===== src/rtl/gpb_pkg.sv =====
package gpb_pkg;

    localparam int GRP_W  = 8;
    localparam int N_GRP  = 2;
    localparam int PIN_W  = GRP_W * N_GRP;
    localparam int ADDR_W = 16;

    typedef logic [GRP_W-1:0]  byte_t;
    typedef logic [ADDR_W-1:0] addr_t;

    localparam byte_t IDX_ENABLE  = 8'h30;
    localparam byte_t IDX_BASE_HI = 8'h60;
    localparam byte_t IDX_BASE_LO = 8'h61;
    localparam byte_t IDX_GRP0    = 8'hF0;

    localparam addr_t WIN_MIN = 16'h0100;
    localparam addr_t WIN_MAX = 16'h0FF8;

    // field order within a group's three configuration indices
    typedef enum int {FLD_DIR = 0, FLD_DAT = 1, FLD_INV = 2} grp_fld_e;

    // window offsets: bit 1 picks the group, bit 0 picks data over direction
    typedef enum logic [1:0] {
        WIN_DIR1 = 2'd0,
        WIN_DAT1 = 2'd1,
        WIN_DIR2 = 2'd2,
        WIN_DAT2 = 2'd3
    } win_reg_e;

    typedef struct packed {
        logic  dir_we;
        byte_t dir_wd;
        logic  dat_we;
        byte_t dat_wd;
        logic  inv_we;
        byte_t inv_wd;
    } grp_wr_t;

    function automatic byte_t grp_idx(input int g, input grp_fld_e f);
        return IDX_GRP0 + byte_t'(3 * g + int'(f));
    endfunction

endpackage


===== src/rtl/gpb_sync.sv =====
module gpb_sync #(
    parameter int W = 8
) (
    input  logic         clk,
    input  logic         rst,
    input  logic [W-1:0] d,
    output logic [W-1:0] q
);
    logic [W-1:0] s1_q;
    logic [W-1:0] s2_q;

    always_ff @(posedge clk) begin
        if (rst) begin
            s1_q <= '0;
            s2_q <= '0;
        end else begin
            s1_q <= d;
            s2_q <= s1_q;
        end
    end

    assign q = s2_q;
endmodule


===== src/rtl/gpb_group.sv =====
module gpb_group
    import gpb_pkg::*;
#(
    parameter logic [GRP_W-1:0] PP_MASK = '0
) (
    input  logic    clk,
    input  logic    rst,
    input  logic    active,
    input  grp_wr_t wr,
    input  byte_t   pad_in,
    output byte_t   pad_out,
    output byte_t   pad_oe,
    output byte_t   dir_q,
    output byte_t   inv_q,
    output byte_t   dat_rd
);
    byte_t dat_q;
    byte_t pin_sync;
    byte_t drive;
    byte_t in_val;

    always_ff @(posedge clk) begin
        if (rst) begin
            dir_q <= '1;
            dat_q <= '0;
            inv_q <= '0;
        end else begin
            if (wr.dir_we) dir_q <= wr.dir_wd;
            if (wr.dat_we) dat_q <= wr.dat_wd;
            if (wr.inv_we) inv_q <= wr.inv_wd;
        end
    end

    gpb_sync #(.W(GRP_W)) u_sync (
        .clk (clk),
        .rst (rst),
        .d   (pad_in),
        .q   (pin_sync)
    );

    assign drive  = dat_q ^ inv_q;
    assign in_val = pin_sync ^ inv_q;
    assign dat_rd = active ? ((dir_q & in_val) | (~dir_q & dat_q)) : '0;

    for (genvar i = 0; i < GRP_W; i++) begin : g_bit
        if (PP_MASK[i]) begin : g_pp
            assign pad_oe[i]  = active & ~dir_q[i];
            assign pad_out[i] = active & ~dir_q[i] & drive[i];
        end else begin : g_od
            assign pad_oe[i]  = active & ~dir_q[i] & ~drive[i];
            assign pad_out[i] = 1'b0;
        end
    end

    // cycles since reset, saturating, so the latency check never looks before reset
    logic [1:0] age_q;
    always_ff @(posedge clk) begin
        if (rst) age_q <= '0;
        else if (age_q != 2'd2) age_q <= age_q + 2'd1;
    end

    assert_reset_state_R1: assert property (@(posedge clk)
        rst |=> (dir_q == '1 && inv_q == '0 && pad_oe == '0));

    assert_idle_group_quiet_R7: assert property (@(posedge clk) disable iff (rst)
        !active |-> (pad_oe == '0 && dat_rd == '0));

    assert_input_latency_R4: assert property (@(posedge clk) disable iff (rst)
        (age_q == 2'd2 && active) |->
            (((dat_rd ^ $past(pad_in, 2) ^ inv_q) & dir_q) == '0));

    assert_od_release_R5: assert property (@(posedge clk) disable iff (rst)
        (active && !dir_q[GRP_W-1] && !PP_MASK[GRP_W-1] && drive[GRP_W-1])
            |-> !pad_oe[GRP_W-1]);
endmodule


===== src/rtl/gpb_window.sv =====
module gpb_window
    import gpb_pkg::*;
(
    input  byte_t            base_hi,
    input  logic [GRP_W-1:2] base_lo,
    input  addr_t            io_addr,
    input  logic [N_GRP-1:0] grp_act,
    output logic             hit,
    output win_reg_e         sel
);
    addr_t base;
    logic  in_range;
    logic  match;

    assign base     = {base_hi, base_lo, 2'b00};
    assign in_range = (base >= WIN_MIN) && (base <= WIN_MAX);
    assign match    = io_addr[ADDR_W-1:2] == base[ADDR_W-1:2];
    assign sel      = win_reg_e'(io_addr[1:0]);
    assign hit      = in_range && match && grp_act[io_addr[1]];
endmodule


===== src/rtl/dual_gpio_bank.sv =====
module dual_gpio_bank
    import gpb_pkg::*;
#(
    parameter logic [GRP_W-1:0] PP_MASK_G1 = 8'h01,
    parameter logic [GRP_W-1:0] PP_MASK_G2 = 8'h00
) (
    input  logic             clk,
    input  logic             rst,
    input  logic [7:0]       cfg_idx,
    input  logic             cfg_we,
    input  logic [7:0]       cfg_wdata,
    output logic [7:0]       cfg_rdata,
    input  logic [15:0]      io_addr,
    input  logic             io_we,
    input  logic [7:0]       io_wdata,
    output logic [7:0]       io_rdata,
    output logic             io_hit,
    input  logic [1:0]       pin_own,
    input  logic [15:0]      pad_in,
    output logic [15:0]      pad_out,
    output logic [15:0]      pad_oe
);
    localparam logic [PIN_W-1:0] PP_ALL = {PP_MASK_G2, PP_MASK_G1};

    logic [N_GRP:0]   en_q;
    byte_t            base_hi_q;
    logic [GRP_W-1:2] base_lo_q;
    logic [N_GRP-1:0] grp_act;
    win_reg_e         win_sel;

    byte_t   dir_q  [N_GRP];
    byte_t   inv_q  [N_GRP];
    byte_t   dat_rd [N_GRP];
    grp_wr_t wr     [N_GRP];

    always_ff @(posedge clk) begin
        if (rst) begin
            en_q      <= '0;
            base_hi_q <= '0;
            base_lo_q <= '0;
        end else if (cfg_we) begin
            if (cfg_idx == IDX_ENABLE)  en_q      <= cfg_wdata[N_GRP:0];
            if (cfg_idx == IDX_BASE_HI) base_hi_q <= cfg_wdata;
            if (cfg_idx == IDX_BASE_LO) base_lo_q <= cfg_wdata[GRP_W-1:2];
        end
    end

    for (genvar g = 0; g < N_GRP; g++) begin : g_act
        assign grp_act[g] = pin_own[g] & (en_q[0] | en_q[g+1]);
    end

    gpb_window u_win (
        .base_hi (base_hi_q),
        .base_lo (base_lo_q),
        .io_addr (io_addr),
        .grp_act (grp_act),
        .hit     (io_hit),
        .sel     (win_sel)
    );

    // merge both write paths; the configuration port takes priority
    always_comb begin
        for (int g = 0; g < N_GRP; g++) begin
            logic cfg_dir, cfg_dat, io_dir, io_dat;
            cfg_dir = cfg_we && cfg_idx == grp_idx(g, FLD_DIR);
            cfg_dat = cfg_we && cfg_idx == grp_idx(g, FLD_DAT);
            io_dir  = io_we && io_hit && win_sel[1] == g[0] && !win_sel[0];
            io_dat  = io_we && io_hit && win_sel[1] == g[0] &&  win_sel[0];
            wr[g].dir_we = cfg_dir | io_dir;
            wr[g].dir_wd = cfg_dir ? cfg_wdata : io_wdata;
            wr[g].dat_we = cfg_dat | io_dat;
            wr[g].dat_wd = cfg_dat ? cfg_wdata : io_wdata;
            wr[g].inv_we = cfg_we && cfg_idx == grp_idx(g, FLD_INV);
            wr[g].inv_wd = cfg_wdata;
        end
    end

    for (genvar g = 0; g < N_GRP; g++) begin : g_grp
        gpb_group #(.PP_MASK(PP_ALL[g*GRP_W +: GRP_W])) u_grp (
            .clk     (clk),
            .rst     (rst),
            .active  (grp_act[g]),
            .wr      (wr[g]),
            .pad_in  (pad_in[g*GRP_W +: GRP_W]),
            .pad_out (pad_out[g*GRP_W +: GRP_W]),
            .pad_oe  (pad_oe[g*GRP_W +: GRP_W]),
            .dir_q   (dir_q[g]),
            .inv_q   (inv_q[g]),
            .dat_rd  (dat_rd[g])
        );
    end

    always_comb begin
        cfg_rdata = '0;
        if (cfg_idx == IDX_ENABLE)  cfg_rdata = byte_t'(en_q);
        if (cfg_idx == IDX_BASE_HI) cfg_rdata = base_hi_q;
        if (cfg_idx == IDX_BASE_LO) cfg_rdata = {base_lo_q, 2'b00};
        for (int g = 0; g < N_GRP; g++) begin
            if (cfg_idx == grp_idx(g, FLD_DIR)) cfg_rdata = dir_q[g];
            if (cfg_idx == grp_idx(g, FLD_DAT)) cfg_rdata = dat_rd[g];
            if (cfg_idx == grp_idx(g, FLD_INV)) cfg_rdata = inv_q[g];
        end
    end

    always_comb begin
        io_rdata = '0;
        if (io_hit) begin
            case (win_sel)
                WIN_DIR1: io_rdata = dir_q[0];
                WIN_DAT1: io_rdata = dat_rd[0];
                WIN_DIR2: io_rdata = dir_q[1];
                WIN_DAT2: io_rdata = dat_rd[1];
                default:  io_rdata = '0;
            endcase
        end
    end

    assert_window_needs_active_R10: assert property (@(posedge clk) disable iff (rst)
        io_hit |-> grp_act[io_addr[1]]);

    assert_window_quiet_R10: assert property (@(posedge clk) disable iff (rst)
        !io_hit |-> io_rdata == '0);
endmodule


===== config.mk =====
export PLATFORM = sky130hd
export DESIGN_NAME = dual_gpio_bank
export DESIGN_NICKNAME = d
export VERILOG_FILES = /design/src/rtl/gpb_pkg.sv /design/src/rtl/gpb_sync.sv /design/src/rtl/gpb_group.sv /design/src/rtl/gpb_window.sv /design/src/rtl/dual_gpio_bank.sv
export SDC_FILE = /design/constraint.sdc
export NUM_CORES = 1
export LEC_CHECK = 0
export BUFFER_PORTS_ARGS = -buffer_cell sky130_fd_sc_hd__buf_2
export CAP_MARGIN = 5
export CORE_AREA = 3 3 112 114
export CTS_BUF_LIST = sky130_fd_sc_hd__clkbuf_16
export DETAILED_ROUTE_END_ITERATION = 10
export DIE_AREA = 0 0 115 117
export GPL_TIMING_DRIVEN = 0
export PLACE_DENSITY = 0.73
export RECOVER_POWER = 100
export SYNTH_ARGS = -nofsm -noshare
export SYNTH_HDL_FRONTEND = slang
export SYNTH_SLANG_ARGS = --single-unit

===== constraint.sdc =====
create_clock -name clk -period 4.4 [get_ports clk]
set_input_delay 0.22 -clock clk [delete_from_list [all_inputs] [get_ports clk]]
set_output_delay 0.22 -clock clk [all_outputs]
set_load 0.005 [all_outputs]

# --- Yosys cells after proc, flatten, opt, wreduce, memory -nomap -nowiden ---
# Index checks and enable logic that the tools add are counted.
totals:
  word_cells: 153
  register_bits: 97
  inputBits: 62
  out_inout_bits: 49
op_classes:
  reduce_logical: 21
  mux: 19
  bitwise: 84
  order_cmp: 3
  n_eq_ne: 13
ops:
  columns: ["op", "n"]
  rows:
  - ["two-way mux 8 bit", 15]
  - ["== test 8 bit, second input constant", 6]
  - ["AND 1 bit", 34]
  - ["AND 8 bit", 4]
  - ["inverter 1 bit", 32]
  - ["case mux 8 bit (4 select lines)", 1]
  - ["XOR 8 bit", 4]
  - ["== test 8 x 7 -> 1 bit, second input constant", 2]
  - ["greater-or-equal comparator 16 x 9 -> 1 bit, second input constant", 1]
  - ["less-or-equal comparator 16 x 12 -> 1 bit, second input constant", 1]
  - ["logical AND 1 bit", 16]
  - ["inverter 8 bit", 2]
  - ["OR 8 bit", 2]
  - ["== test 14 bit", 1]
  - ["== test 8 x 6 -> 1 bit, second input constant", 1]
  - ["OR 1 bit", 6]
  - ["AND reduction 2 bit", 3]
  - ["== test 2 bit, second input constant", 2]
  - ["two-way mux 3 bit", 1]
  - ["== test 2 x 1 -> 1 bit, second input constant", 1]
  - ["zero test 2 bit", 1]
  - ["< comparator 1 x 2 -> 1 bit, second input constant", 1]
  - ["two-way mux 1 bit", 2]
  - ["zero test 1 bit", 1]

# --- Logic depth before layout (Yosys ltp) ---
depth:
  ltp_word: 10
  ltp_mapped: 7
  depth_no_buf: 5

# --- Cells and area by module ---
# A second synthesis with hierarchy kept.
hier_totals:
  cells_unflattened: 590
  area_unflattened_um2: 5680.4
modules_own_cells:
  columns: ["mod", "seq_area_each_um2", "area_each_um2", "n_inst", "cells_per_inst"]
  rows:
  - ["dual_gpio_bank", 340.3, 2124.5, 1, 243]
  - ["gpb_group (g_grp[1].u_grp)", 480.5, 1212.4, 1, 127]
  - ["gpb_group (g_grp[0].u_grp)", 480.5, 1211.2, 1, 127]
  - ["gpb_sync", 320.3, 464.2, 2, 33]
  - ["gpb_window", 0.0, 203.9, 1, 27]

# --- Least setup slack after synthesis ---
# No wires, ideal clock.
synth_timing:
  path_kind: "reg-to-output"
  startpoint: "register base_hi_q[7]"
  endpoint: "output io_rdata[0]"
  n_path_buf: 1
  arrival_ps: 1760
  path_stages_with_launch: 7
  required_ps: 4180
  slack_ps: 2420
  cell_sequence: "dfxtp_1 or4_4 nor4_4 and3_1 buf_6 nand3b_2 a211oi_1"
synth_between:
  elab_chain_cells: 5
  word_cells_on_any_way: 7
  classes_between: "order compare: 2; eq/ne: 1; mux: 1; reduce/logical: 3"
synth_lines:
  columns: ["item", "line", "source"]
  rows:
  - ["from (decl)", "dual_gpio_bank.sv:26", "byte_t base_hi_q;"]
  - ["from (signal assigned)", "dual_gpio_bank.sv:43", "if (cfg_idx == IDX_BASE_HI) base_hi_q <= cfg_wdata;"]
  - ["greater-or-equal comparator 16 x 9 -> 1 bit or less-or-equal comparator 16 x 12 -> 1 bit (tied branches)", "gpb_window.sv:16", "assign in_range = (base >= WIN_MIN) && (base <= WIN_MAX);"]
  - ["logical AND 1 bit", "gpb_window.sv:16", null]
  - ["logical AND 1 bit * (2 in series)", "gpb_window.sv:19", "assign hit = in_range && match && grp_act[io_addr[1]];"]
  - ["two-way mux 8 bit *", "dual_gpio_bank.sv:107", "if (io_hit) begin"]
  - ["to (decl)", "dual_gpio_bank.sv:16", "output logic [7:0] io_rdata,"]
# Every way passes the cells marked *; elsewhere a longest branch is shown, timed or not.

# --- Final worst setup path ---
layout_timing:
  startpoint: "register base_hi_q[1]"
  endpoint: "output io_rdata[0]"
# Same word-level chain as after synthesis.

==> key figures <==
STA
  – Hold Slack: 0.0662 ns
  – Crit path time final: 3.37 ns
  – Fin crit share: 0.766
  – Final Max Tran Viols: 0
  – Setup repair after global routing missed its margin: no
  – Final Hold Fails: 0
  – Fin Clk Skew: 0.00556 ns
  – Final setup fails: 0
  – TNS Setup: 0 ns
  – Worst slew pin tran: 1.09 ns
  – Slew HR: 0.264
  – Fmax: 0.297 GHz

Logic synthesis
  – Avg Cell Area, Syn: 7.63 um2
  – Post-synthesis cell count: 764
  – Sequential cell area fraction in the yosys report: 0.333
  – Flops & latches, synth: 97
  – Post-synth top cells: dfxtp_1, o21ai_0, nor3_1
  – Post-synth cell types: 55
  – Top FF cell, synth: dfxtp_1
  – YS warnings: 0
  – Most frequent cell after synthesis: dfxtp_1
  – Cell type with the largest total area after synthesis: dfxtp_1
  – Fraction of registers with async set/reset: 0
  – Top post-synthesis cells by area: dfxtp_1, a211oi_1, o21ai_0
  – Post-synth top area share: 0.333
  – EDFF count, synth: 0
  – Cell Area, Synth: 5830 um2

Setup path
  – CP max FO: 9
  – WP data arrival: 3.15 ns
  – R2R depth: 7
  – Crit path cell chain: xor2_1 -> nor4_1 -> and3_1 -> clkbuf_1 -> nand3b_1 -> a211oi_1 -> clkbuf_1
  – Crit-path leading delay family: simple AND/OR/NAND/NOR gates
  – Most numerous cell on the critical path: clkbuf_1
  – Worst path required time: 4.18 ns
  – Critical Path Max Stage Delay: 0.69 ns
  – CP Buf/Inv Count: 2
  – Crit-path slowest cell: nor4_1
  – Worst setup SP type: flip-flop
  – CP Class: flip-flop to output pin
  – CP Depth: 7
  – Crit. End Element: output pin

Min path
  – Class of the worst hold path: input pin to flip-flop
  – Worst Hold Path Cells: 2

Global routing
  – First-pass GRT wire length: 33.4 mm
  – Gr usage total: 0.332
  – Total congestion overflow: 0
  – Largest net degree at the start of global routing: 19
  – Initial antenna violation count: 0
  – Number of global-route vias before repair: 5915

CTS
  – H-tree lvl count: 3
  – Clk Latency, worst-skew pair: 0.36 ns
  – Clock slew at reported path FFs: 0.07 ns
  – CTS tree: built
  – CTS Sinks: 97
  – Post-CTS sizing: 0
  – # hold bufs at CTS: 0
  – Post-CTS setup buffer count: 0
  – Max clock buf depth: 2
  – Root Buffer: clkbuf_16
  – CTS Buf Count: 9

Cells and area
  – Layout cell share with drive strength beyond 1: 0.119
  – Multi-input logic area: 3520 um2
  – Antenna Cells: 0
  – Final nets: 934
  – Fillers: 1081
  – Finished Layout Cells: 1020
  – FF+latch area: 1940 um2
  – Syn-to-layout area delta: 14.7%
  – Post-route cell area: 6690 um2

Drt
  – Drt wl/cell: 22.4 um
  – Vias: 6560
  – Detail Route Antenna Nets: 0
  – Residual DRC: 0
  – DR vias/cell: 6.43
  – DRT iter0 DRCs: 751
  – DR pass1 iterations: 5
  – Drt total wl: 22.8 mm

Floorplan
  – Core ar.: 11500 um2
  – Top Ports: 111
  – Initial Util: 0.506
  – Rows: 39
  – Die Span Y: 117 um
  – Die area: 13500 um2
  – Die X: 115 um

Pwr
  – Static leakage: 0.00240 uW
  – Overall Power: 1860 uW
  – Peak VDD IR: 283 uV
  – Pwr dens: 278 nW/um2

Outcome
  – Status: finished, final reports clean

Place
  – PortBufs: 83
  – Placed instance area: 6480 um2
  – GPL Wtd Cong: 0.978
  – Dpl hpwl: 17.4 mm
  – Placed Instances: 1004

Run
  – Total of max-cap violations: 0
==> final timing paths <==
path / startpoint / to / slack, ns
worst min-delay path: pad_in[15] / g_grp[1].u_grp.u_sync.s1_q[7] / 0.07
worst min register to register: g_grp[0].u_grp.u_sync.s1_q[0] / g_grp[0].u_grp.u_sync.q[0] / 0.44
worst max-delay path: base_hi_q[1] / io_rdata[0] / 1.03
worst max register to register: base_hi_q[1] / g_grp[1].u_grp.dat_q[1] / 1.61
==> layout make-up <==
| class | count | share of cell area |
|---|---|---|
| repair buffers | 83 | 0.0567 |
| multi-input cells | 597 | 0.526 |
| flip-flops and latches | 97 | 0.290 |
| clock buffers | 9 | 0.0337 |
| plain buffers | 78 | 0.0539 |
| inverters | 6 | 0.00337 |
| well taps | 143 | 0.0267 |
| clock inverters | 7 | 0.00898 |
==> stage by stage <==
stage	utilization	setup WS [ns]
2_1_floorplan	-	2.42
3_3_place_gp	0.562	1.45
3_5_place_dp	0.562	1.52
4_1_cts	0.587	1.19
5_1_grt	0.581	0.862
6_report	0.581	1.03
==> cell families (layout without fill, tap and decap cells) <==
kind of cell	after synthesis	in the layout	share of synthesized area
flip-flops	97	97	0.333
multiplexers	14	14	0.0266
buffers and inverters	84	183	0.0715
AND/OR/NAND/NOR	296	296	0.266
XOR/XNOR	38	38	0.0571
AO/OA/AOI/OAI	234	234	0.245
other	1	15	0.000643
==> state kept, by name, indices dropped and copies added (netlist names) <==
signal	count
g_grp.u_grp.u_sync.s1_q	16
g_grp.u_grp.dat_q	16
g_grp.u_grp.u_sync.q	16
g_grp.u_grp.dir_q	16
base_lo_q	6
g_grp.u_grp.inv_q	16
base_hi_q	8
en_q	3
==> power breakdown <==
part | total, uW | leakage [uW] | switching [uW] | internal (uW)
Sequential | 899 | 0.000789 | 6.96 | 892
Combinational | 186 | 0.00147 | 119 | 66.6
Clock | 776 | 0.000143 | 381 | 395
==> layer usage <==
metal / GRT usage / vias to the layer above / wire length (um)
met5: 0 / - / 0
met4: 0.167 / 0 / 1110
met3: 0.0586 / 82 / 2280
met2: 0.518 / 458 / 10100
met1: 0.445 / 3059 / 9310
li1: - / 2961 / -
==> layout by cell type, fill, tap and decap left out, types with 4 or more instances in the layout <==
cell and count:
nand2_1 52, clkbuf_1 79, buf_1 4, nor2b_1 49, a311oi_1 5, clkbuf_2 10, dfxtp_1 97, and3_1 5
xnor2_1 17, and4_1 4, a211oi_1 49, nor3b_1 8, buf_2 53, a31oi_1 34, clkbuf_16 9, a21oi_1 49
nor2_1 50, conb_1 15, buf_4 15, nand2b_1 6, nand3_1 41, nor3_1 55, o22ai_1 6, o21ai_0 72
nand4_1 6, mux2i_1 11, xor2_1 21, a2111oi_0 4, inv_1 6
No activity file was read; power rests on OpenSTA's default activity.
